===== src/rtl/step_pkg.sv =====
// Package: shared types and mode-register bit layout for the stepper
// pattern output block. Assumes an 8-bit register interface.
package step_pkg;

    localparam int REG_W  = 8;
    localparam int B_EN1  = 0;
    localparam int B_EN0  = 1;
    localparam int B_INV0 = 3;
    localparam int B_PWM0 = 4;
    localparam int B_PWM1 = 5;

    typedef enum logic [1:0] {
        SEL_MODE = 2'd0,
        SEL_DAT0 = 2'd1,
        SEL_DAT1 = 2'd2,
        SEL_NONE = 2'd3
    } reg_sel_e;

    typedef struct packed {
        logic pwm1_en;
        logic pwm0_en;
        logic inv0;
        logic en0;
        logic en1;
    } mode_t;

    // Extract the stored mode fields from a written byte
    function automatic mode_t mode_from_byte(input logic [REG_W-1:0] b);
        mode_t m;
        m.en1     = b[B_EN1];
        m.en0     = b[B_EN0];
        m.inv0    = b[B_INV0];
        m.pwm0_en = b[B_PWM0];
        m.pwm1_en = b[B_PWM1];
        return m;
    endfunction

    // Place the stored mode fields back into a byte; other bits read 0
    function automatic logic [REG_W-1:0] mode_to_byte(input mode_t m);
        logic [REG_W-1:0] b;
        b         = '0;
        b[B_EN1]  = m.en1;
        b[B_EN0]  = m.en0;
        b[B_INV0] = m.inv0;
        b[B_PWM0] = m.pwm0_en;
        b[B_PWM1] = m.pwm1_en;
        return b;
    endfunction

endpackage


===== src/rtl/step_regs.sv =====
// Module: step_regs
// Holds the mode register and the two pattern data registers.
// Stores only the defined bits. Readback is combinational and
// undefined bits read 0. Assumes the synchronous active-low reset.
module step_regs
    import step_pkg::*;
#(
    parameter int NIB_W = 4
) (
    input  logic             clk,
    input  logic             rst_n,
    input  logic             wr_en,
    input  logic [1:0]       wr_sel,
    input  logic [REG_W-1:0] wr_data,
    input  logic [1:0]       rd_sel,
    output logic [REG_W-1:0] rd_data,
    output mode_t            mode_q,
    output logic [NIB_W-1:0] dat0_q,
    output logic [NIB_W-1:0] dat1_q
);

    localparam int PAD_W = REG_W - NIB_W;

    logic unused_wr_bits;
    assign unused_wr_bits = ^wr_data;

    // Register writes; select 3 is ignored
    always_ff @(posedge clk) begin
        if (!rst_n) begin
            mode_q <= '0;
            dat0_q <= '0;
            dat1_q <= '0;
        end else if (wr_en) begin
            case (reg_sel_e'(wr_sel))
                SEL_MODE: mode_q <= mode_from_byte(wr_data);
                SEL_DAT0: dat0_q <= wr_data[NIB_W-1:0];
                SEL_DAT1: dat1_q <= wr_data[NIB_W-1:0];
                default:  ;
            endcase
        end
    end

    // Readback mux with zero-padded upper bits
    always_comb begin
        case (reg_sel_e'(rd_sel))
            SEL_MODE: rd_data = mode_to_byte(mode_q);
            SEL_DAT0: rd_data = {{PAD_W{1'b0}}, dat0_q};
            SEL_DAT1: rd_data = {{PAD_W{1'b0}}, dat1_q};
            default:  rd_data = '0;
        endcase
    end

endmodule


===== src/rtl/step_group.sv =====
// Module: step_group
// One group of pattern pins. Latches its pattern on the zero strobe,
// gates it with a pulse-width input, optionally inverts it (only if
// HAS_INV), and selects the port value when not enabled.
// Assumes the zero strobe is one cycle wide and synchronous to clk.
module step_group #(
    parameter int NIB_W   = 4,
    parameter bit HAS_INV = 1'b0
) (
    input  logic             clk,
    input  logic             rst_n,
    input  logic             zero_stb,
    input  logic [NIB_W-1:0] load_val,
    input  logic             enable,
    input  logic             pwm_en,
    input  logic             pwm_in,
    input  logic             inv,
    input  logic [NIB_W-1:0] port_val,
    output logic [NIB_W-1:0] pin_val,
    output logic [NIB_W-1:0] pin_en
);

    logic [NIB_W-1:0] latch_q;
    logic [NIB_W-1:0] gated;
    logic [NIB_W-1:0] shaped;
    logic             inv_eff;

    // Capture the pattern at the timer zero event
    always_ff @(posedge clk) begin
        if (!rst_n)
            latch_q <= '0;
        else if (zero_stb)
            latch_q <= load_val;
    end

    assign inv_eff = HAS_INV ? inv : 1'b0;

    // Gate, then invert, then choose between pattern and port value
    always_comb begin
        gated   = latch_q & {NIB_W{pwm_in | ~pwm_en}};
        shaped  = gated ^ {NIB_W{inv_eff}};
        pin_val = enable ? shaped : port_val;
        pin_en  = {NIB_W{enable}};
    end

endmodule


===== src/rtl/step_pattern_out.sv =====
// Module: step_pattern_out (top)
// Two groups of stepper pattern pins, loaded on timer zero strobes.
// Group 0 drives pins NIB_W-1..0 and group 1 drives the next NIB_W.
// Assumes the timers outside the block deliver single-cycle zero strobes.
module step_pattern_out
    import step_pkg::*;
#(
    parameter int NIB_W = 4
) (
    input  logic               clk,
    input  logic               rst_n,
    input  logic               wr_en,
    input  logic [1:0]         wr_sel,
    input  logic [REG_W-1:0]   wr_data,
    input  logic [1:0]         rd_sel,
    output logic [REG_W-1:0]   rd_data,
    input  logic               zero_g0,
    input  logic               zero_g1,
    input  logic               pwm_g0,
    input  logic               pwm_g1,
    input  logic [2*NIB_W-1:0] port_in,
    output logic [2*NIB_W-1:0] pin_out,
    output logic [2*NIB_W-1:0] pin_pulse_en
);

    localparam int NGRP = 2;

    mode_t            mode_q;
    logic [NIB_W-1:0] dat0_q;
    logic [NIB_W-1:0] dat1_q;
    logic [NIB_W-1:0] grp_dat  [NGRP];
    logic [NGRP-1:0]  grp_en;
    logic [NGRP-1:0]  grp_pwm_en;
    logic [NGRP-1:0]  grp_pwm;
    logic [NGRP-1:0]  grp_zero;

    step_regs #(.NIB_W(NIB_W)) u_regs (
        .clk     (clk),
        .rst_n   (rst_n),
        .wr_en   (wr_en),
        .wr_sel  (wr_sel),
        .wr_data (wr_data),
        .rd_sel  (rd_sel),
        .rd_data (rd_data),
        .mode_q  (mode_q),
        .dat0_q  (dat0_q),
        .dat1_q  (dat1_q)
    );

    // Spread the mode fields and timer inputs into per-group arrays
    always_comb begin
        grp_dat[0]    = dat0_q;
        grp_dat[1]    = dat1_q;
        grp_en        = {mode_q.en1, mode_q.en0};
        grp_pwm_en    = {mode_q.pwm1_en, mode_q.pwm0_en};
        grp_pwm       = {pwm_g1, pwm_g0};
        grp_zero      = {zero_g1, zero_g0};
    end

    for (genvar g = 0; g < NGRP; g++) begin : g_grp
        step_group #(
            .NIB_W   (NIB_W),
            .HAS_INV (g == 0)
        ) u_grp (
            .clk      (clk),
            .rst_n    (rst_n),
            .zero_stb (grp_zero[g]),
            .load_val (grp_dat[g]),
            .enable   (grp_en[g]),
            .pwm_en   (grp_pwm_en[g]),
            .pwm_in   (grp_pwm[g]),
            .inv      (mode_q.inv0),
            .port_val (port_in[g*NIB_W +: NIB_W]),
            .pin_val  (pin_out[g*NIB_W +: NIB_W]),
            .pin_en   (pin_pulse_en[g*NIB_W +: NIB_W])
        );
    end

endmodule


===== config.mk =====
export PLATFORM = sky130hd
export DESIGN_NAME = step_pattern_out
export DESIGN_NICKNAME = d
export VERILOG_FILES = /design/src/rtl/step_pkg.sv /design/src/rtl/step_regs.sv /design/src/rtl/step_group.sv /design/src/rtl/step_pattern_out.sv
export SDC_FILE = /design/constraint.sdc
export NUM_CORES = 1
export LEC_CHECK = 0
export CAP_MARGIN = 40
export CORE_MARGIN = 3
export CORE_UTILIZATION = 41
export DETAILED_ROUTE_END_ITERATION = 8
export PLACE_DENSITY = 0.78
export SYNTH_ARGS = -nofsm -noshare
export SYNTH_HDL_FRONTEND = slang
export SYNTH_SLANG_ARGS = --single-unit

===== constraint.sdc =====
create_clock -name clk -period 1.65 [get_ports clk]
set_clock_uncertainty 0.05 [all_clocks]
set_input_delay 0.495 -clock clk [delete_from_list [all_inputs] [get_ports clk]]
set_output_delay 0.495 -clock clk [all_outputs]
set_load 0.02 [all_outputs]

==> summary.json, run 1 <==
{
  "synth_top_cells_by_area": {"value": "dfxtp_1 (36%), mux2i_1 (21%), nor2b_1 (13%)"},
  "drt-met1-wl": {"value": 1430, "unit": "um"},
  "irDropWorstVdd": {"value": 0.000626, "unit": "V"},
  "maximum_number_of_pins_on_one_net_before_global_route_repair": {"value": 22},
  "hold_start": {"value": "g_grp[0].u_grp.latch_q[3]"},
  "num_rows": {"value": 18},
  "final_hold_viol_count": {"value": 0},
  "final-max-slew-violation-count": {"value": 0},
  "route.vias.total": {"value": 1107},
  "fraction_of_the_core_area_covered_by_cells_at_the_end_of_the_flow": {"value": 75.9, "unit": "%"},
  "grt_antenna_before_repair": {"value": 0},
  "netlist_area": {"value": 0.00116, "unit": "mm2"},
  "post-route-drc-count": {"value": 0},
  "maxCapViolations": {"value": 0},
  "wl_met2": {"value": 1730, "unit": "um"},
  "drt-wirelength-per-cell": {"value": 15.2, "unit": "um"},
  "drt_wl_total": {"value": 3360, "unit": "um"},
  "report.final.setup_viol": {"value": 11},
  "setup.worst_path.start_class": {"value": "flip-flop"},
  "syn_area_per_cell": {"value": 8.74, "unit": "um2"},
  "dpl_cell_area": {"value": 0.00178, "unit": "mm2"},
  "worstReg2RegStart": {"value": "u_regs.mode_q[0]"},
  "yosysUniqueCellTypes": {"value": 17},
  "finalCriticalPeriod": {"value": 1960, "unit": "ps"},
  "totalNegativeSetupSlack": {"value": -1560, "unit": "ps"},
  "first_drt_pass_iteration_count": {"value": 4},
  "fillCellCount": {"value": 191},
  "timing_limited_maximum_frequency": {"value": 0.511, "unit": "GHz"},
  "viasPerCell": {"value": 5.01},
  "diodes": {"value": 0},
  "power.leakage": {"value": 0.848, "unit": "nW"},
  "yosys_warnings": {"value": 0},
  "crit_path_max_fanout": {"value": 8},
  "initial_core_utilization": {"value": 44.9, "unit": "%"},
  "clk_latency": {"value": 310, "unit": "ps"},
  "synth_seq_cells": {"value": 21},
  "syn_inst": {"value": 133},
  "area_growth_syn_to_layout": {"value": 69.2, "unit": "%"},
  "crit_end": {"value": "pin_out[2]"},
  "clkSlewWorstSetupHoldPaths": {"value": 130, "unit": "ps"},
  "violations": {"value": "setup timing"},
  "grt_pass1_wl": {"value": 5220, "unit": "um"},
  "sequential_to_total_area_share_from_yosys_stat": {"value": 36.2, "unit": "%"},
  "clk_path_buf_depth": {"value": 2},
  "launching_element_of_the_worst_setup_path": {"value": "u_regs.mode_q[3]"},
  "dieHeight": {"value": 59.2, "unit": "um"},
  "stdcell_area": {"value": 0.00197, "unit": "mm2"},
  "floorplan.core_area": {"value": 0.00259, "unit": "mm2"},
  "detailed_place_hpwl": {"value": 2410, "unit": "um"},
  "cts_made_buffers": {"value": 3},
  "cts-htree-levels": {"value": 1},
  "overall_fraction_of_global_route_tracks_in_use": {"value": 19.8, "unit": "%"},
  "timing.final.crit_share": {"value": 119, "unit": "%"},
  "synth_top_area_share": {"value": 36.2, "unit": "%"},
  "outcome": {"value": "complete, but fails checks"},
  "setup_slack": {"value": -308, "unit": "ps"},
  "clk_root_buffer_cell": {"value": "clkbuf_4"},
  "global_route.overflow_total": {"value": 0},
  "worst-r2r-setup-slack": {"value": 570, "unit": "ps"},
  "holdCritPathClass": {"value": "flip-flop to flip-flop"},
  "detailroute.wirelength.met3": {"value": 165, "unit": "um"},
  "timing.rr.end": {"value": "u_regs.mode_q[0]"},
  "drive_above_1_share": {"value": 43.5, "unit": "%"},
  "endpoint_kind": {"value": "output pin"},
  "drt-initial-drc-count": {"value": 28},
  "ioPinCount": {"value": 51},
  "hold_bufs_at_cts": {"value": 0},
  "num_clock_sinks": {"value": 21},
  "port-buffer-count": {"value": 46},
  "postRouteAntennaNets": {"value": 0},
  "data_required_time_of_the_worst_path": {"value": 1100, "unit": "ps"},
  "power.density_cell_area": {"value": 562, "unit": "mW/mm2"},
  "first_global_vias": {"value": 1159},
  "gp_routability_congestion": {"value": 0.731},
  "cts_tree": {"value": "yes"},
  "dieWidth": {"value": 59.2, "unit": "um"},
  "reg2regPathDepth": {"value": 5},
  "highest-signal-layer": {"value": "met4"},
  "synth_top_cell_by_area": {"value": "dfxtp_1"},
  "design.die.area": {"value": 0.00351, "unit": "mm2"},
  "grt_setup_unrepaired": {"value": "true"},
  "layout.nets": {"value": 219},
  "worst_ep_arrival_time": {"value": 1410, "unit": "ps"},
  "crit_type": {"value": "flip-flop to output pin"}
}
[cells in the final DEF, fill, tap and decap left out]
master and count:
mux2i_2 1, dfxtp_1 16, buf_6 16, dfxtp_2 3
dlygate4sd2_1 4, o21ai_1 1, nor3b_4 1, o21ai_0 3
clkinvlp_4 1, clkdlybuf4s15_2 1, buf_2 8, nand3b_1 3
buf_8 4, a31oi_4 4, clkbuf_4 3, buf_4 20
inv_1 8, mux2i_1 22, nor2b_4 3, nand2_1 7
mux2i_4 1, or3_4 4, clkdlybuf4s15_1 1, o21ai_2 3
dfxtp_4 2, o22ai_2 3, o22ai_4 1, nor2b_1 21
nand2_2 2, clkdlybuf4s50_1 16, nor3b_2 2, nor2_1 4
conb_1 2
[state kept, by name, indices dropped and copies added, names as in the netlist]
name	count
u_regs.dat0_q	4
g_grp.u_grp.latch_q	8
u_regs.mode_q	5
u_regs.dat1_q	4
[worst min-delay path by stage]
stage,to,slack (ps),cells after the start
floorplan,g_grp[0].u_grp.latch_q[0],430,2
global placement,g_grp[1].u_grp.latch_q[1],450,2
detailed placement,g_grp[1].u_grp.latch_q[0],460,2
CTS,g_grp[1].u_grp.latch_q[1],490,2
global route,g_grp[0].u_grp.latch_q[3],510,2
finish,g_grp[0].u_grp.latch_q[3],490,2
[worst max-delay path, stage by stage (launching register included)]
cell     delay (ps)
dfxtp_2         340
nor2b_4         140
or3_4           340
a31oi_4         150
buf_6           140
[cell usage after synthesis, drive strengths merged]
cell and number:
nand2 9, nor3b 3, o21ai 7, o22ai 4
conb 1, or3 4, dfxtp 21, clkbuf 6
mux2i 24, a31oi 4, nand3b 3, buf 11
nor2b 24, nor2 4, inv 8
[layout make-up]
type	instances	area, um2	share of cell area (%)
clock inverters	1	7.51	0.382
well taps	30	37.5	1.91
inverters	8	30.0	1.53
clock buffers	3	22.5	1.15
flip-flops and latches	21	432	21.9
repair buffers	70	647	32.9
multi-input cells	88	791	40.2
[power breakdown]
part	internal (W)	switching, W	total, W
clock network	0.0000925	0.000166	0.000258
registers	0.000519	0.0000122	0.000532
logic	0.000177	0.000138	0.000315
total	0.000789	0.000317	0.00111
[logic make-up (layout without fill, tap and decap cells)]
kind of cell	Yosys count	after routing	synth area share, %
and+or+nand+nor	47	47	24.1
buffers and inverters	25	82	11.4
muxes	24	24	20.7
DFF	21	21	36.2
AOI/OAI and AO/OA	15	15	7.32
other	1	2	0.323
[per-stage QoR]
| step | total power [W] | hold slack [ps] | setup slack (ps) | cells |
|---|---|---|---|---|
| finish | 0.00111 | 486 | -308 | 221 |
| global route | 0.00116 | 509 | -373 | 221 |
| CTS | 0.00109 | 486 | -360 | 219 |
| floorplan | 0.000686 | 433 | -71.5 | 134 |
| detailed placement | 0.000825 | 459 | -1090 | 212 |
| global placement | 0.000817 | 452 | -1070 | 212 |
[what timing repair did]
| item | CTS | global route |
|---|---|---|
| gates resized for setup | 151 | 27 |
| buffers inserted | 3 | 2 |
| pin swaps | 8 | 6 |
| endpoints found under the setup margin | 22 | 22 |
[routing by layer]
metal / vias to the layer above / track usage, %
met3: 2 / 4.36
met1: 532 / 23.9
met2: 25 / 35.7
met4: 0 / 3.88
li1: 548 / -
met5: - / 0
Note: power is estimated with default switching activity, not from simulation.
==> inputs of run 2 (changes only) <==
--- a/config.mk
+++ b/config.mk
@@ -10,6 +10,7 @@
 export CORE_UTILIZATION = 41
 export DETAILED_ROUTE_END_ITERATION = 8
 export PLACE_DENSITY = 0.78
+export REMOVE_ABC_BUFFERS = 1
 export SYNTH_ARGS = -nofsm -noshare
 export SYNTH_HDL_FRONTEND = slang
 export SYNTH_SLANG_ARGS = --single-unit
==> summary.json, run 2 (synthesized netlist as in run 1, its figures left out) <==
{
  "sw_frac_of_total": {"value": 28.0, "unit": "%", "change": "-0.60 points"},
  "dieHeight": {"value": 59.2, "unit": "um", "change": "unchanged"},
  "report.final.setup_viol": {"value": 13, "change": "+2"},
  "clk_latency": {"value": 300, "unit": "ps", "change": "about the same"},
  "dieWidth": {"value": 59.2, "unit": "um", "change": "unchanged"},
  "p_int": {"value": 0.000781, "unit": "W", "change": "-0.99%"},
  "biggestRegsByFlops": {"value": "g_grp.u_grp.latch_q x8, u_regs.mode_q x5"},
  "totalNegativeSetupSlack": {"value": -1630, "unit": "ps", "change": "-77.4 ps"},
  "largest_register_ffs": {"value": 8, "change": "unchanged"},
  "data_required_time_of_the_worst_path": {"value": 1100, "unit": "ps", "change": "about the same"},
  "critical_path.n_buffers_inverters": {"value": 1, "change": "unchanged"},
  "critical-path-slowest-cell": {"value": "dfxtp_2"},
  "clk_root_buffer_cell": {"value": "clkbuf_4"},
  "cts_tree": {"value": "yes"},
  "floorplan.core_area": {"value": 0.00259, "unit": "mm2", "change": "unchanged"},
  "drt-wirelength-per-cell": {"value": 17.3, "unit": "um", "change": "+14%"},
  "num_clock_sinks": {"value": 21, "change": "unchanged"},
  "area_growth_syn_to_layout": {"value": 65.4, "unit": "%"},
  "maximum_number_of_pins_on_one_net_before_global_route_repair": {"value": 22, "change": "unchanged"},
  "cts_made_buffers": {"value": 3, "change": "unchanged"},
  "crit_type": {"value": "flip-flop to output pin"},
  "share_clk_of_total_power": {"value": 22.9, "unit": "%", "change": "-0.5 points"},
  "layout.nets": {"value": 219, "change": "unchanged"},
  "finalCriticalPeriod": {"value": 1910, "unit": "ps", "change": "-43.9 ps"},
  "postRouteAntennaNets": {"value": 0, "change": "unchanged"},
  "crit_path_max_fanout": {"value": 8, "change": "unchanged"},
  "power.leakage": {"value": 0.892, "unit": "nW", "change": "+5.2%"},
  "holdCritPathClass": {"value": "flip-flop to flip-flop"},
  "endpoint_kind": {"value": "output pin"},
  "final_hold_viol_count": {"value": 0, "change": "unchanged"},
  "final_common_cell": {"value": "mux2i_1"},
  "grt_antenna_before_repair": {"value": 0, "change": "unchanged"},
  "grt_setup_unrepaired": {"value": "true"},
  "power.density_cell_area": {"value": 564, "unit": "mW/mm2", "change": "+0.41%"},
  "first_global_vias": {"value": 1193, "change": "+2.9%"},
  "drt-initial-drc-count": {"value": 15, "change": "-46%"},
  "num_rows": {"value": 18, "change": "unchanged"},
  "first_drt_pass_iteration_count": {"value": 4, "change": "unchanged"},
  "layout.cells.most_common_list": {"value": "mux2i_1 (23), nor2b_1 (21), buf_4 (20)"},
  "setup_slack": {"value": -264, "unit": "ps", "change": "+43.9 ps"},
  "clkSlewWorstSetupHoldPaths": {"value": 110, "unit": "ps", "change": "-20 ps"},
  "timing.critical_path.cells": {"value": "nor2b_4, or3_1, a31oi_1, buf_4"},
  "route.vias.total": {"value": 1148, "change": "+3.7%"},
  "design.die.area": {"value": 0.00351, "unit": "mm2", "change": "unchanged"},
  "initial_core_utilization": {"value": 44.9, "unit": "%", "change": "unchanged"},
  "clk_path_buf_depth": {"value": 2, "change": "unchanged"},
  "maxCapViolations": {"value": 0, "change": "unchanged"},
  "final-max-slew-violation-count": {"value": 0, "change": "unchanged"},
  "violations": {"value": "setup timing"},
  "power.sequential.fraction": {"value": 49.0, "unit": "%", "change": "+0.9 points"},
  "detailed_place_hpwl": {"value": 2480, "unit": "um", "change": "+2.8%"},
  "diodes": {"value": 0, "change": "unchanged"},
  "viasPerCell": {"value": 5.19, "change": "+3.7%"},
  "drive_above_1_share": {"value": 38.2, "unit": "%", "change": "-5.2 points"},
  "port-buffer-count": {"value": 46, "change": "unchanged"},
  "irDropWorstVdd": {"value": 0.000452, "unit": "V", "change": "-28%"},
  "hold_bufs_at_cts": {"value": 0, "change": "unchanged"},
  "timing.final.crit_share": {"value": 116, "unit": "%", "change": "-2.7 points"},
  "cts-htree-levels": {"value": 1, "change": "unchanged"},
  "outcome": {"value": "complete, but fails checks"},
  "gp_routability_congestion": {"value": 0.814, "change": "+11%"},
  "most_flop_heavy_register": {"value": "g_grp.u_grp.latch_q"},
  "ioPinCount": {"value": 51, "change": "unchanged"},
  "setup.worst_path.start_class": {"value": "flip-flop"},
  "drt_wl_total": {"value": 3830, "unit": "um", "change": "+14%"},
  "slowest_delay": {"value": 340, "unit": "ps", "change": "about the same"},
  "critical-path-top-delay-family": {"value": "simple AND/OR/NAND/NOR gates"},
  "worst_ep_arrival_time": {"value": 1370, "unit": "ps", "change": "-40 ps"},
  "grt_pass1_wl": {"value": 5420, "unit": "um", "change": "+3.7%"},
  "timing_limited_maximum_frequency": {"value": 0.522, "unit": "GHz", "change": "+2.3%"},
  "post-route-drc-count": {"value": 0, "change": "unchanged"},
  "total_switching_power": {"value": 0.000304, "unit": "W", "change": "-3.9%"},
  "global_route.overflow_total": {"value": 0, "change": "unchanged"},
  "timing.hold.ws": {"value": 483, "unit": "ps", "change": "-2.93 ps"},
  "comb_power_share": {"value": 28.2, "unit": "%", "change": "-0.3 points"},
  "overall_fraction_of_global_route_tracks_in_use": {"value": 20.0, "unit": "%", "change": "+0.22 points"}
}
## run 2: cell count changes in the layout (fill, tap and decap cells not counted), sizes merged
| cell | delta |
|---|---|
| clkbuf | +1 |
| clkinvlp | -1 |
| dlymetal6s2s | +1 |
| clkdlybuf4s15 | -1 |
## run 2: layer usage
metal,track usage (%),vias to the layer above,part of all wire (%)
met5,0,-,0
met4,8.09,0,3.8
met3,0.871,10,2.1
met2,36.8,30,53
met1,24.0,556,41
li1,-,552,-
## run 2: final cells by class
cell class | count | area, um2
inverters | 8 | 30.0
repair buffers | 70 | 659
multi-input cells | 88 | 734
fillers | 186 | 667
clock buffers | 4 | 26.3
well taps | 30 | 37.5
flip-flops and latches | 21 | 435
## run 2: tightest hold or removal path, delay by kind of cell (launching register included)
kind             cells  cell delay [ps]
multiplexers         1              120
AND/OR/NAND/NOR      1               60
flip-flops           1              330
## run 2: final timing paths
kind,from,end,slack (ps),cells past startpoint
setup / recovery,u_regs.mode_q[3],pin_out[2],-260,4
hold / removal,g_grp[0].u_grp.latch_q[0],g_grp[0].u_grp.latch_q[0],480,2
setup reg to reg,u_regs.dat1_q[1],u_regs.dat1_q[1],710,3
hold reg to reg,g_grp[0].u_grp.latch_q[0],g_grp[0].u_grp.latch_q[0],480,2
## run 2: what timing repair did
item,in CTS,in global routing
setup buffers,2,2
endpoints found under the setup margin,22,22
resized for setup,156,31
cloned,1,0
pin swaps,11,5
## run 2: power groups by stage
| stage | Combinational [W] | Clock [W] | Sequential (W) |
|---|---|---|---|
| after floorplan | 0.0000927 | 0 | 0.000552 |
| after global placement | 0.000261 | 0 | 0.000542 |
| after detailed placement | 0.000268 | 0 | 0.000543 |
| after CTS | 0.000282 | 0.000253 | 0.000530 |
| after global routing | 0.000323 | 0.000275 | 0.000533 |
| final | 0.000306 | 0.000248 | 0.000531 |
## run 2: metrics by stage
stage	instances	util [%]	cell area (um2)	setup WS [ps]	power (W)
floorplan	117	-	1060	-492	0.000644
global placement	212	66.3	1720	-1020	0.000803
detailed placement	212	66.3	1720	-1060	0.000811
CTS	219	71.7	1860	-283	0.00106
global route	221	74.3	1920	-386	0.00113
finish	221	74.3	1920	-264	0.00108
